<file path="config.mk">
export PLATFORM = sky130hd
export DESIGN_NAME = clk_policy_mask_ctrl
export DESIGN_NICKNAME = d
export VERILOG_FILES = /design/src/rtl/clkpol_pkg.sv /design/src/rtl/clkpol_bus_front.sv /design/src/rtl/clkpol_mask_bank.sv /design/src/rtl/clkpol_engine.sv /design/src/rtl/clk_policy_mask_ctrl.sv
export SDC_FILE = /design/constraint.sdc
export NUM_CORES = 1
export LEC_CHECK = 0
export ABC_AREA = 1
export BUFFER_PORTS_ARGS = -buffer_cell sky130_fd_sc_hd__buf_2
export CAP_MARGIN = 20
export CORE_ASPECT_RATIO = 0.9
export CORE_MARGIN = 2
export CORE_UTILIZATION = 60
export CTS_CLUSTER_SIZE = 30
export DETAILED_ROUTE_END_ITERATION = 6
export PLACE_DENSITY = 0.85
export SLEW_MARGIN = 20
export SYNTH_ARGS = -nofsm -noshare
export SYNTH_HDL_FRONTEND = slang
export SYNTH_SLANG_ARGS = --single-unit
export TNS_END_PERCENT = 20
</file>
<file path="constraint.sdc">
create_clock -name clk_i -period 2.5 [get_ports clk_i]
set_input_delay 0.125 -clock clk_i [delete_from_list [all_inputs] [get_ports clk_i]]
set_output_delay 0.125 -clock clk_i [all_outputs]
set_load 0.01 [all_outputs]
</file>
<file path="src/rtl/clkpol_pkg.sv">
package clkpol_pkg;

    localparam int unsigned ADDR_ACCESS = 0;
    localparam int unsigned ADDR_CTRL   = 1;
    localparam int unsigned MASK_BASE   = 4;

    localparam int unsigned CB_HALT    = 0;
    localparam int unsigned CB_START   = 1;
    localparam int unsigned CB_MODE_LO = 2;
    localparam int unsigned CB_MODE_HI = 3;
    localparam int unsigned CB_ERR     = 4;
    localparam int unsigned CTRL_W     = 5;

    typedef enum logic [1:0] {
        RK_NONE   = 2'd0,
        RK_ACCESS = 2'd1,
        RK_CTRL   = 2'd2,
        RK_MASK   = 2'd3
    } reg_kind_e;

endpackage

</file>
<file path="src/rtl/clkpol_bus_front.sv">
module clkpol_bus_front
    import clkpol_pkg::*;
#(
    parameter int unsigned ADDR_W   = 4,
    parameter int unsigned DATA_W   = 32,
    parameter int unsigned N_POL    = 4,
    parameter logic [DATA_W-1:0] PASSWORD = 32'h5EC7_0A0D,
    localparam int unsigned PIDX_W  = (N_POL > 1) ? $clog2(N_POL) : 1
) (
    input  logic              clk_i,
    input  logic              rst_ni,
    input  logic [ADDR_W-1:0] addr_i,
    input  logic [DATA_W-1:0] wdata_i,
    input  logic              we_i,
    output reg_kind_e         kind_o,
    output logic [PIDX_W-1:0] idx_o,
    output logic              unlocked_o,
    output logic              wr_ctrl_o,
    output logic              wr_mask_o
);

    typedef struct packed {
        logic unlocked;
    } front_t;

    front_t st_d, st_q;
    reg_kind_e kind;
    logic [ADDR_W-1:0] rel_addr;

    always_comb begin
        rel_addr = addr_i - ADDR_W'(MASK_BASE);
        if (addr_i == ADDR_W'(ADDR_ACCESS)) begin
            kind = RK_ACCESS;
        end else if (addr_i == ADDR_W'(ADDR_CTRL)) begin
            kind = RK_CTRL;
        end else if ((addr_i >= ADDR_W'(MASK_BASE)) && (rel_addr < ADDR_W'(N_POL))) begin
            kind = RK_MASK;
        end else begin
            kind = RK_NONE;
        end

        st_d = st_q;
        if (we_i && (kind == RK_ACCESS)) begin
            st_d.unlocked = (wdata_i == PASSWORD);
        end
    end

    always_ff @(posedge clk_i or negedge rst_ni) begin
        if (!rst_ni) begin
            st_q <= '0;
        end else begin
            st_q <= st_d;
        end
    end

    assign kind_o     = kind;
    assign idx_o      = rel_addr[PIDX_W-1:0];
    assign unlocked_o = st_q.unlocked;
    assign wr_ctrl_o  = we_i && st_q.unlocked && (kind == RK_CTRL);
    assign wr_mask_o  = we_i && st_q.unlocked && (kind == RK_MASK);

    a_r7_open: assert property (@(posedge clk_i) disable iff (!rst_ni)
        (we_i && addr_i == ADDR_W'(ADDR_ACCESS) && wdata_i == PASSWORD) |=> unlocked_o);

    a_r8_close: assert property (@(posedge clk_i) disable iff (!rst_ni)
        (we_i && addr_i == ADDR_W'(ADDR_ACCESS) && wdata_i != PASSWORD) |=> !unlocked_o);

    a_r9_no_strobe_when_closed: assert property (@(posedge clk_i) disable iff (!rst_ni)
        (!unlocked_o && !(we_i && addr_i == ADDR_W'(ADDR_ACCESS))) |=> !unlocked_o);

endmodule

</file>
<file path="src/rtl/clkpol_mask_bank.sv">
module clkpol_mask_bank #(
    parameter int unsigned N_POL   = 4,
    parameter int unsigned N_CLK   = 16,
    localparam int unsigned PIDX_W = (N_POL > 1) ? $clog2(N_POL) : 1
) (
    input  logic                        clk_i,
    input  logic                        rst_ni,
    input  logic                        wr_mask_i,
    input  logic [PIDX_W-1:0]           idx_i,
    input  logic [N_CLK-1:0]            wdata_i,
    input  logic                        halted_i,
    output logic [N_POL-1:0][N_CLK-1:0] masks_o,
    output logic                        reject_o
);

    logic [N_POL-1:0][N_CLK-1:0] mask_d, mask_q;
    logic [N_POL-1:0]            hit;

    for (genvar g = 0; g < N_POL; g++) begin : g_hit
        assign hit[g] = wr_mask_i && halted_i && (idx_i == PIDX_W'(g));
    end

    always_comb begin
        mask_d = mask_q;
        for (int i = 0; i < N_POL; i++) begin
            if (hit[i]) begin
                mask_d[i] = wdata_i;
            end
        end
    end

    always_ff @(posedge clk_i or negedge rst_ni) begin
        if (!rst_ni) begin
            mask_q <= '1;
        end else begin
            mask_q <= mask_d;
        end
    end

    assign masks_o  = mask_q;
    assign reject_o = wr_mask_i && !halted_i;

    a_r3_refused_write_keeps_masks: assert property (@(posedge clk_i) disable iff (!rst_ni)
        (wr_mask_i && !halted_i) |=> $stable(masks_o));

    a_r2_idle_keeps_masks: assert property (@(posedge clk_i) disable iff (!rst_ni)
        !wr_mask_i |=> $stable(masks_o));

endmodule

</file>
<file path="src/rtl/clkpol_engine.sv">
module clkpol_engine
    import clkpol_pkg::*;
#(
    parameter int unsigned N_POL   = 4,
    parameter int unsigned N_CLK   = 16,
    localparam int unsigned PIDX_W = (N_POL > 1) ? $clog2(N_POL) : 1
) (
    input  logic                        clk_i,
    input  logic                        rst_ni,
    input  logic                        wr_ctrl_i,
    input  logic [CTRL_W-1:0]           ctrl_wdata_i,
    input  logic                        reject_i,
    input  logic [N_POL-1:0][N_CLK-1:0] masks_i,
    input  logic [PIDX_W-1:0]           policy_i,
    output logic [N_CLK-1:0]            en_o,
    output logic                        halt_o,
    output logic                        start_o,
    output logic [1:0]                  mode_o,
    output logic                        err_o
);

    typedef struct packed {
        logic [PIDX_W-1:0] pol;
        logic [N_CLK-1:0]  en;
        logic              halt;
        logic              start;
        logic [1:0]        mode;
        logic              err;
    } eng_t;

    eng_t st_d, st_q;
    logic              start_req;
    logic              mode_any;
    logic [N_CLK-1:0]  sel_mask;

    assign sel_mask  = masks_i[st_q.pol];
    assign start_req = ctrl_wdata_i[CB_START];
    assign mode_any  = |ctrl_wdata_i[CB_MODE_HI:CB_MODE_LO];

    always_comb begin
        st_d     = st_q;
        st_d.pol = policy_i;

        if (st_q.start) begin
            st_d.en    = sel_mask;
            st_d.start = 1'b0;
            st_d.halt  = 1'b0;
        end else if (!st_q.halt) begin
            st_d.en = sel_mask;
        end

        if (reject_i) begin
            st_d.err = 1'b1;
        end

        if (wr_ctrl_i && !(start_req && !mode_any)) begin
            st_d.halt = ctrl_wdata_i[CB_HALT];
            if (ctrl_wdata_i[CB_ERR]) begin
                st_d.err = 1'b0;
            end
            if (start_req) begin
                st_d.start = 1'b1;
                st_d.mode  = ctrl_wdata_i[CB_MODE_HI:CB_MODE_LO];
            end
        end
    end

    always_ff @(posedge clk_i or negedge rst_ni) begin
        if (!rst_ni) begin
            st_q       <= '0;
            st_q.en    <= '1;
        end else begin
            st_q <= st_d;
        end
    end

    assign en_o    = st_q.en;
    assign halt_o  = st_q.halt;
    assign start_o = st_q.start;
    assign mode_o  = st_q.mode;
    assign err_o   = st_q.err;

    a_r1_running_follows_mask: assert property (@(posedge clk_i) disable iff (!rst_ni)
        (!st_q.halt && !st_q.start) |=> (en_o == $past(sel_mask)));

    a_r4_halted_holds: assert property (@(posedge clk_i) disable iff (!rst_ni)
        (st_q.halt && !st_q.start) |=> $stable(en_o));

    a_r5_start_self_clears: assert property (@(posedge clk_i) disable iff (!rst_ni)
        (st_q.start && !wr_ctrl_i) |=> (!start_o && !halt_o));

    a_r3_error_sticky: assert property (@(posedge clk_i) disable iff (!rst_ni)
        (st_q.err && !wr_ctrl_i) |=> err_o);

endmodule

</file>
<file path="src/rtl/clk_policy_mask_ctrl.sv">
module clk_policy_mask_ctrl
    import clkpol_pkg::*;
#(
    parameter int unsigned ADDR_W   = 4,
    parameter int unsigned DATA_W   = 32,
    parameter int unsigned N_POL    = 4,
    parameter int unsigned N_CLK    = 16,
    parameter logic [DATA_W-1:0] PASSWORD = 32'h5EC7_0A0D,
    localparam int unsigned PIDX_W  = (N_POL > 1) ? $clog2(N_POL) : 1
) (
    input  logic              clk_i,
    input  logic              rst_ni,
    input  logic [ADDR_W-1:0] bus_addr_i,
    input  logic [DATA_W-1:0] bus_wdata_i,
    input  logic              bus_we_i,
    output logic [DATA_W-1:0] bus_rdata_o,
    input  logic [PIDX_W-1:0] policy_sel_i,
    output logic [N_CLK-1:0]  clk_en_o
);

    reg_kind_e                   kind;
    logic [PIDX_W-1:0]           idx;
    logic                        unlocked;
    logic                        wr_ctrl;
    logic                        wr_mask;
    logic                        reject;
    logic                        halt;
    logic                        start;
    logic [1:0]                  mode;
    logic                        err;
    logic [N_POL-1:0][N_CLK-1:0] masks;
    logic [CTRL_W-1:0]           ctrl_rd;

    clkpol_bus_front #(
        .ADDR_W  (ADDR_W),
        .DATA_W  (DATA_W),
        .N_POL   (N_POL),
        .PASSWORD(PASSWORD)
    ) front_i (
        .clk_i     (clk_i),
        .rst_ni    (rst_ni),
        .addr_i    (bus_addr_i),
        .wdata_i   (bus_wdata_i),
        .we_i      (bus_we_i),
        .kind_o    (kind),
        .idx_o     (idx),
        .unlocked_o(unlocked),
        .wr_ctrl_o (wr_ctrl),
        .wr_mask_o (wr_mask)
    );

    clkpol_mask_bank #(
        .N_POL(N_POL),
        .N_CLK(N_CLK)
    ) bank_i (
        .clk_i    (clk_i),
        .rst_ni   (rst_ni),
        .wr_mask_i(wr_mask),
        .idx_i    (idx),
        .wdata_i  (bus_wdata_i[N_CLK-1:0]),
        .halted_i (halt),
        .masks_o  (masks),
        .reject_o (reject)
    );

    clkpol_engine #(
        .N_POL(N_POL),
        .N_CLK(N_CLK)
    ) engine_i (
        .clk_i       (clk_i),
        .rst_ni      (rst_ni),
        .wr_ctrl_i   (wr_ctrl),
        .ctrl_wdata_i(bus_wdata_i[CTRL_W-1:0]),
        .reject_i    (reject),
        .masks_i     (masks),
        .policy_i    (policy_sel_i),
        .en_o        (clk_en_o),
        .halt_o      (halt),
        .start_o     (start),
        .mode_o      (mode),
        .err_o       (err)
    );

    always_comb begin
        ctrl_rd            = '0;
        ctrl_rd[CB_HALT]   = halt;
        ctrl_rd[CB_START]  = start;
        ctrl_rd[CB_MODE_HI:CB_MODE_LO] = mode;
        ctrl_rd[CB_ERR]    = err;
        unique case (kind)
            RK_ACCESS: bus_rdata_o = DATA_W'(unlocked);
            RK_CTRL:   bus_rdata_o = DATA_W'(ctrl_rd);
            RK_MASK:   bus_rdata_o = DATA_W'(masks[idx]);
            default:   bus_rdata_o = '0;
        endcase
    end

    a_r9_closed_write_no_mask_change: assert property (@(posedge clk_i) disable iff (!rst_ni)
        (bus_we_i && !unlocked && bus_addr_i != '0) |=> $stable(masks));

    a_r9_closed_write_no_error: assert property (@(posedge clk_i) disable iff (!rst_ni)
        (bus_we_i && !unlocked && !err) |=> !err);

endmodule

</file>
* Yosys cells after proc, flatten, opt, wreduce, memory -nomap -nowiden
Index checks and enable logic that the tools add are counted.
** Word-level totals
- Register bits :: 88
- Output and inout port bits :: 48
- Logic and storage cells :: 61
- Input bits :: 41
** Operators by class
- $add $sub $neg :: 1
- Equality and inequality tests :: 9
- Magnitude comparators :: 4
- Reductions and logical operators :: 21
- Muxes and demuxes :: 15
** Operators by type and width (count)
- 16-bit binary-select mux with 2-bit select :: 2
- 16-bit two-way mux :: 4
- 16-bit one-hot mux with 3 select lines :: 1
- 32-bit by 31-bit == test with 1-bit output, second input constant :: 1
- 1-bit logical AND :: 13
- 2-bit == test, second input constant :: 4
- 2-bit two-way mux :: 4
- 2-bit by 3-bit less-than comparator with 1-bit output, second input constant :: 2
- 5-bit two-way mux :: 1
- 2-bit by 1-bit == test with 1-bit output, second input constant :: 2
- 4-bit by 1-bit == test with 1-bit output, second input constant :: 1
- 4-bit by 3-bit >= comparator with 1-bit output, second input constant :: 1
- 4-bit zero test :: 1
- 4-bit by 3-bit less-than comparator with 1-bit output, second input constant :: 1
- 4-bit by 3-bit subtractor with 4-bit output, second input constant :: 1
- 1-bit zero test :: 3
- 3-bit two-way mux :: 1
- 2-bit zero test :: 1
- 1-bit two-way mux :: 2
- 2-bit != test, second input constant :: 1
- 2-bit AND reduction :: 1
- 2-bit nonzero test :: 1
- 2-bit OR reduction :: 1

* Depth between registers and ports, before layout
Gate-level depths: netlist of run 1.
- Depth after elaboration :: 12
- Depth in mapped cells :: 8
- Depth with buffers taken out :: 7

* Hierarchy
Synthesis of run 1 repeated with hierarchy kept, for this count alone.
** Unflattened totals
- Cell total of the unflattened synthesis :: 803
- Area total of the unflattened synthesis :: 5574.1 µm²
** By module, submodules not included
- clkpol_mask_bank :: area an instance 2681.3 µm², cells an instance 285, sequential area each 1681.6 µm², instances 1
- clkpol_engine :: area an instance 1830.5 µm², cells an instance 293, sequential area each 595.6 µm², instances 1
- clk_policy_mask_ctrl :: area an instance 788.3 µm², cells an instance 162, sequential area each 0.0 µm², instances 1
- clkpol_bus_front :: area an instance 274.0 µm², cells an instance 63, sequential area each 25.0 µm², instances 1

* Worst setup path after synthesis of run 1
No wires, ideal clock.
- Path kind :: register to register
- Start point :: reg front_i.st_q (netlist: front_i.unlocked_o)
- End point :: reg bank_i.mask_q (netlist bit bank_i.masks_o[50])
- Clock period less this slack :: 1.209 ns
- Library setup time :: 0.089 ns
- Required time :: 2.411 ns
- Path buffers :: 1
- Slack :: 1.291 ns
- Stages on the path, launching flop included :: 7
- Arrival :: 1.120 ns
- Cells stage by stage :: dfrtp_1 nand2_1 nor2_4 nand4_2 clkbuf_1 nand2_1 o21ai_0
** Between the ends
- Word-level cells in the longest chain between the ends :: 4
** RTL lines
- start: declaration :: line clkpol_bus_front.sv:26 : front_t st_d, st_q;
- start signal: assignment :: line clkpol_bus_front.sv:52 : st_q <= st_d;
- 1-bit logical AND (2 in series) :: line clkpol_bus_front.sv:60 : assign wr_mask_o = we_i && st_q.unlocked && (kind == RK_MASK);
- 1-bit logical AND (2 in series) :: line clkpol_mask_bank.sv:20 : assign hit[g] = wr_mask_i && halted_i && (idx_i == PIDX_W'(g));
- end signal: assignment :: line clkpol_mask_bank.sv:36 : mask_q <= mask_d;
- end: declaration :: line clkpol_mask_bank.sv:16 : logic [N_POL-1:0][N_CLK-1:0] mask_d, mask_q;
Every way passes these cells.
A chain may end at the register's enable or synchronous reset.

* Worst setup path in the final report of run 1
- Start point :: reg bank_i.mask_q (netlist bit bank_i.masks_o[61])
- End point :: out bus_rdata_o[13]
** Between the ends
- Word-level cells in the longest chain between the ends :: 3
** RTL lines
- 16-bit binary-select mux with 2-bit select :: line clk_policy_mask_ctrl.sv:93 : RK_MASK: bus_rdata_o = DATA_W'(masks[idx]);
- 16-bit two-way mux (implied by the code) :: line clk_policy_mask_ctrl.sv:93
- 16-bit one-hot mux with 3 select lines :: line clk_policy_mask_ctrl.sv:90 : unique case (kind)
- end: declaration :: line clk_policy_mask_ctrl.sv:16 : output logic [DATA_W-1:0] bus_rdata_o,
Every way passes these cells. The select of a mux whose other input is x is not followed.

==> results of run 1 <==
[state kept, by name, indices dropped and copies added, names as in the netlist]
signal	flops
engine_i.en_o	16
engine_i.mode_o	2
bank_i.masks_o	64
front_i.unlocked_o	1
engine_i.st_q	2
engine_i.err_o	1
engine_i.start_o	1
engine_i.halt_o	1
[synth_stat cells (all sizes together)]
library cell	number	area, µm²
nor3	1	5.00
o21ai	137	686
a22oi	5	37.5
dfstp	80	2100
clkbuf	17	63.8
nand2	187	704
o22ai	1	6.26
nor2	69	297
nand3	6	52.6
dfrtp	8	200
buf	44	313
conb	1	3.75
a21oi	16	80.1
nand4	2	25.0
inv	63	236
[cell type report]
| class | instances | area (µm²) |
|---|---|---|
| well taps | 96 | 120 |
| fillers | 632 | 2390 |
| clock buffers | 11 | 151 |
| inverters | 63 | 236 |
| multi-input cells | 440 | 1950 |
| clock inverters | 5 | 40.0 |
| repair buffers | 84 | 460 |
| flip-flops and latches | 88 | 2300 |
[critical path: cells and delay by family, from the launching register on]
kind / cells / cell delay [ns]
AO/OA/AOI/OAI: 1 / 0.20
buffers and inverters: 2 / 0.20
flip-flops: 1 / 0.56
AND/OR/NAND/NOR: 2 / 0.25
[routing by layer]
layer / share of wire / up-vias
met3: 0.11 / 36
met2: 0.45 / 301
met5: 0 / -
met1: 0.42 / 2094
met4: 0.023 / 0
li1: - / 2061
[worst paths after layout]
check / slack (ns) / startpoint / end / depth (start not counted)
worst max-delay path: 0.81 / bank_i.masks_o[61] / bus_rdata_o[13] / 5
worst min-delay path: 0.04 / bus_wdata_i[5] / bank_i.masks_o[21] / 3
worst max register to register: 0.86 / front_i.unlocked_o / bank_i.masks_o[3] / 5
worst min register to register: 0.47 / engine_i.en_o[13] / engine_i.en_o[13] / 2
max in group asynchronous: 1.35 / rst_ni / bank_i.masks_o[62] / 3
min in group asynchronous: 0.33 / rst_ni / engine_i.mode_o[0] / 2
[power groups by stage]
stage	Clock [mW]	Sequential, mW	Combinational, mW
global placement	0	1.50	0.238
finish	0.958	1.48	0.254
CTS	0.956	1.48	0.251
floorplan	0	1.49	0.168
detailed placement	0	1.50	0.246
global route	1.02	1.48	0.280
[what timing repair did]
| item | in CTS | in global routing |
|---|---|---|
| hold buffers | 3 | 0 |
| endpoints found under the hold margin | 10 | 0 |
| endpoints found under the setup margin | 0 | 0 |
[cells by family (layout without fill, tap and decap cells)]
group	Yosys count	in the layout	share of synthesized area
and+or+nand+nor	265	265	0.225
DFF	88	88	0.478
AOI/OAI and AO/OA	159	159	0.168
other	1	16	0.000779
buffers and inverters	124	163	0.127
==> results.md, run 1 <==
* Status: complete, no violations
* CP max stage delay at 0.56 ns
* Fin. max-slew vios at 0
* Layout cells sized above 1 at 0.278
* Worst VDD drop at 0.346 mV
* Internal power at 1.96 mW
* RD Place Congestion at 0.910
* Crit Path Category: reg -> out
* Min Tclk post-route at 1.69 ns
* Slowest-stage cell, CP: dfstp_2
* Syn_area_per_cell at 7.55 µm²
* Register area share after synthesis at 0.478
* Placed cells at 768
* Pre-CTS WS at 0.910 ns
* Die Width at 98.4 µm
* Final WS setup at 0.808 ns
* Final Hold Fails at 0
* CTS H-tree depth at 3
* DRT Pass-1 Iters at 6
* Max-cap violations at 0
* Met2 usage at 0.473
* CP required at 2.38 ns
* Part of the cycle the worst path needs at 0.677
* Design Area, Final at 0.00526 mm²
* Initial antenna violation count at 0
* Final HPWL DP at 8530 µm
* Routed Antenna Nets at 0
* Post-CTS Resized at 0
* Crit path launch type: register
* Netlist cell types at 23
* Via density at 5.71
* Core area at 0.00766 mm²
* Type of the worst min-delay path: in -> reg
* Mapped Cells at 637
* Crit Path Max Fanout at 3
* Clock Skews at 0.0104 ns
* F_max at 0.591 GHz
* Hold Slack at 0.0444 ns
* Number of global-route vias before repair at 4236
* Routed via count at 4492
* # nets final at 727
* Crit path cell chain: inv_1 > o21ai_0 > nor2_1 > nor2_1 > buf_2
* Most frequent cells in the layout: nand2_1 (186), o21ai_0 (93), dfstp_2 (80)
* Commonest non-fill, non-tap cell in the layout: nand2_1
* # diodes at 0
* Ports at 89
* Psw at 0.731 mW
* CP Capture Type: output port
* Reg clk slew, reported paths at 0.09 ns
* WL final at 12700 µm
* Leakage power at 2.31 nW
* DRT iter0 DRCs at 448
* Die Ht at 89.0 µm
* Seq pwr share at 0.549
* Most used cell, CP: nor2_1
* Clock power frac at 0.356
* Die area at 0.00875 mm²
* Final core occ at 0.687
* Comb pwr share at 0.094
* WL per Instance at 16.2 µm
* Largest net degree at the start of global routing at 50
* PwrDens at 511 mW/mm²
* RSZ-0062 raised after global routing: no
* Clock Sinks at 88
* Placed Area at 0.00504 mm²
* CTS tree: built
* Sw Ratio at 0.272
* Yosys reg bits at 88
* GRT Max-Usage Layer: met2
* All-layer global routing usage at 0.302
* Final setup vio count at 0
* Setup TNS at 0 ns
* CTS Root Cell: clkbuf_8
* Area growth syn-to-layout at 9.39%
* Global-route wire length before repair at 20700 µm
* Post-Syn Area at 0.00481 mm²
* Starting Density at 0.628
* Tot Pwr at 2.69 mW
* Crit path DAT at 1.57 ns
* Row cnt at 30
* Worst Tran Pin Value at 0.692 ns
* Total grt overflow at 0
* Number of port buffers at 72
* Grt met3 use at 0.0727
* Final cell count without fillers at 787
* Clock tree buffer depth at 2
* Max transition margin at 0.538
* Global routing usage on met1 at 0.413
* Post-CTS Setup Bufs at 0
* # DRC at 0
* Cts bufs inserted at 9
* Worst skew pair latency at 0.36 ns
* YS warnings at 0
Power figures use the tool's default switching activity.
==> run 2: changes to the inputs <==
--- a/config.mk
+++ b/config.mk
@@ -5,15 +5,15 @@
 export SDC_FILE = /design/constraint.sdc
 export NUM_CORES = 1
 export LEC_CHECK = 0
-export ABC_AREA = 1
+export ABC_AREA = 0
 export BUFFER_PORTS_ARGS = -buffer_cell sky130_fd_sc_hd__buf_2
 export CAP_MARGIN = 20
 export CORE_ASPECT_RATIO = 0.9
 export CORE_MARGIN = 2
-export CORE_UTILIZATION = 60
+export CORE_UTILIZATION = 51
 export CTS_CLUSTER_SIZE = 30
 export DETAILED_ROUTE_END_ITERATION = 6
-export PLACE_DENSITY = 0.85
+export PLACE_DENSITY = 0.77
 export SLEW_MARGIN = 20
 export SYNTH_ARGS = -nofsm -noshare
 export SYNTH_HDL_FRONTEND = slang
==> constraint.sdc (replaced) <==
create_clock -name clk_i -period 1.44 [get_ports clk_i]
set_input_delay 0.072 -clock clk_i [delete_from_list [all_inputs] [get_ports clk_i]]
set_output_delay 0.072 -clock clk_i [all_outputs]
set_load 0.01 [all_outputs]
==> run 2 against run 1 <==
Net effect:
- the flow now finishes with violations (setup timing)
- clock power up 110%
- wire length shrank 8.9%
- combinational power is 53% higher
- critical path depth is the same
- sequential cell count is the same
- power up 82%
- final cell count fell by 30%
- count of clock-buffer cells in the layout increased by 1
- sequential share of layout area fell by 5.9 points
- largest power group unchanged
- first-iteration DRC count down 59%
- sequential power rose by 68%
- hold slack got worse by 0.034 ns
==> results.md, run 2 <==
* RSZ-0062 raised after global routing: yes
* All-layer global routing usage at 0.223 (-0.0786)
* Commonest non-fill, non-tap cell in the layout: dfstp_2
* Die Width at 107 µm (+8.8%)
* CP Capture Type: output port
* Comb pwr share at 0.079 (-0.015)
* Largest register FFs at 64 (unchanged)
* # DRC at 0 (unchanged)
* Yosys reg bits at 88 (unchanged)
* Min Tclk post-route at 1.62 ns
* WHS Path Cells at 2 (-1)
* Clock power frac at 0.413 (+0.057)
* Ports at 89 (unchanged)
* # nets final at 462 (-36%)
* # diodes at 0 (unchanged)
* Starting Density at 0.529 (-0.0994)
* Setup TNS at -2.35 ns (-2.35 ns)
* Leakage power at 2.71 nW (+17%)
* WHS Endpoint: bank_i.masks_o[13]
* Crit path DAT at 1.55 ns (-0.02 ns)
* Crit path launch type: register
* R2R depth at 3 (-2)
* Synth top area share at 0.432 (-0.00527)
* Cts bufs inserted at 9 (unchanged)
* Crit Path Category: reg -> out
* Worst VDD drop at 0.527 mV (+52%)
* Internal power at 3.72 mW (+90%)
* Sw Ratio at 0.240 (-0.0320)
* Number of port buffers at 72 (unchanged)
* Clock tree buffer depth at 2 (unchanged)
* Routed Antenna Nets at 0 (unchanged)
* Status: finished with violations
* Initial antenna violation count at 0 (unchanged)
* Core area at 0.00921 mm² (+20%)
* Register area share after synthesis at 0.473 (-0.00578)
* Largest net degree at the start of global routing at 51 (+2.0%)
* CTS tree: built
* Post-Syn Area at 0.00487 mm² (+1.2%)
* EDFF count, synth at 0 (unchanged)
* Hold Slack at 0.0103 ns (-0.0340 ns)
* Worst skew pair latency at 0.38 ns (+0.02 ns)
* Die area at 0.0104 mm² (+18%)
* Violated checks: setup timing
* Top_reg_cell synth: dfstp_2
* CP required at 1.37 ns (-1.01 ns)
* Type of the worst min-delay path: in -> reg
* Area growth syn-to-layout at 25.0%
* Ys async rst share at 1.00 (unchanged)
* WL final at 11600 µm (-8.9%)
* CTS Root Cell: clkbuf_8
* Seq pwr share at 0.508 (-0.041)
* Clock Skews at 0.0136 ns (+0.00321 ns)
* Via density at 5.64 (-1.2%)
* Pre-CTS WS at -0.170 ns (-1.08 ns)
* Part of the cycle the worst path needs at 1.13
* DRT Pass-1 Iters at 4 (-2)
* Synth top area cells: dfstp_2 (43%), mux4_2 (15%), mux2_2 (14%), mux2_4 (6.2%), buf_4 (5.4%)
* Routed via count at 3091 (-31%)
* Hold Crit Start: bus_wdata_i[13]
* Layout cells sized above 1 at 0.824 (+0.546)
* DRT iter0 DRCs at 184 (-59%)
* WL per Instance at 21.2 µm (+31%)
* Worst r2r src: engine_i.st_q[21]
* Number of global-route vias before repair at 3265 (-23%)
* Final WS setup at -0.184 ns (-0.993 ns)
* Most frequent cells in the layout: dfstp_2 (80), buf_2 (67), mux2_4 (46)
* F_max at 0.616 GHz
* Final cell count without fillers at 548 (-30%)
* CTS H-tree depth at 3 (unchanged)
* CP startpoint: engine_i.halt_o
* PwrDens at 805 mW/mm² (+58%)
* Clock Sinks at 88 (unchanged)
* RD Place Congestion at 0.806 (-11%)
* Reg clk slew, reported paths at 0.10 ns (about the same)
* Max-cap violations at 0 (unchanged)
* R2R Path End: engine_i.en_o[6]
* Final HPWL DP at 7470 µm (-12%)
* Psw at 1.18 mW (+61%)
* Die Ht at 96.7 µm (+8.7%)
* Tot Pwr at 4.90 mW (+82%)
* Global-route wire length before repair at 17600 µm (-15%)
* Row cnt at 33 (+10%)
* Final Hold Fails at 0 (unchanged)
* Most frequent cell after synthesis: dfstp_2
* Total grt overflow at 0 (unchanged)
* Largest area contributor in the netlist: dfstp_2
* YS warnings at 0 (unchanged)
* Fin. max-slew vios at 0 (unchanged)
* Internal reg-to-reg setup slack at -0.05 ns (-0.91 ns)
* Netlist cell types at 33 (+43%)
* Placed cells at 506 (-34%)
* Synth cell count leaders: dfstp_2 (80), mux2_2 (62), buf_4 (35)
* Syn_area_per_cell at 15.4 µm² (+100%)
* Final setup vio count at 35 (+35)
* Crit Path Max Fanout at 4 (+1)
* Mapped Cells at 316 (-50%)
run 2: cell count changes after synthesis, sizes merged, moves of 9 or more:
cell	before	now
mux2	0	82
inv	63	3
nor2	69	2
clkbuf	17	4
nand2	187	6
o21ai	137	2
nor2b	0	12
a21oi	16	7
mux4	0	32
run 2: cells by family after synthesis:
logic type / after synthesis / share of synthesized area
other cells: 1 / 0.000770
mux: 116 / 0.357
simple gates: 46 / 0.0748
flops: 88 / 0.473
buf+inv: 54 / 0.0807
compound gates: 11 / 0.0141
run 2: cell type report:
type                    count  area, µm²
fillers                   619       3120
multi-input cells         189       2390
flip-flops and latches     88       2300
repair buffers            130       1000
clock buffers              12        155
well taps                 122        153
clock inverters             4       77.6
inverters                   3       11.3
run 2: metal layers:
layer  global-route usage  vias up  part of all wire
met2                0.358      126              0.50
met5                    0        -                 0
met1                0.305     1607              0.42
li1                     -     1340                 -
met4               0.0669        0             0.017
met3               0.0505       18             0.059
run 2: how the worst max path moves through the flow:
stage	endpoint	slack, ns	cells past startpoint
after floorplan	engine_i.en_o[10]	0.01	4
after global placement	bank_i.masks_o[14]	-0.15	3
after detailed placement	bank_i.masks_o[14]	-0.17	3
after CTS	bus_rdata_o[0]	-0.15	4
after global routing	bus_rdata_o[0]	-0.23	5
final	bus_rdata_o[0]	-0.18	5
run 2: critical path, cell delays in order, from the launching register on:
cell and delay (ns):
dfrtp_1 0.38, buf_6 0.12, mux2i_1 0.07, or3_1 0.34, a21oi_2 0.13, buf_2 0.14
run 2: power by group through the flow:
stage	clock network, mW	logic (mW)	registers [mW]
detailed placement	0	0.354	2.53
CTS	2.02	0.371	2.49
global route	2.14	0.417	2.49
finish	2.02	0.388	2.49
global placement	0	0.348	2.53
floorplan	0	0.178	2.52
run 2: stage by stage:
| step | util | cell area (µm²) |
|---|---|---|
| 5_1_grt | 0.661 | 6090 |
| 2_1_floorplan | - | 4950 |
| 4_1_cts | 0.637 | 5870 |
| 3_3_place_gp | 0.587 | 5400 |
| 3_5_place_dp | 0.587 | 5400 |
| 6_report | 0.661 | 6090 |
run 2: timing repair:
action                                 in CTS  in global routing
endpoints found under the hold margin      32                  1
resized for setup                          23                 28
pin swaps                                  10                  3
gates cloned                                0                  1
setup endpoints to repair                  94                 92
buffers inserted                           10                  8
hold buffers                                6                  1
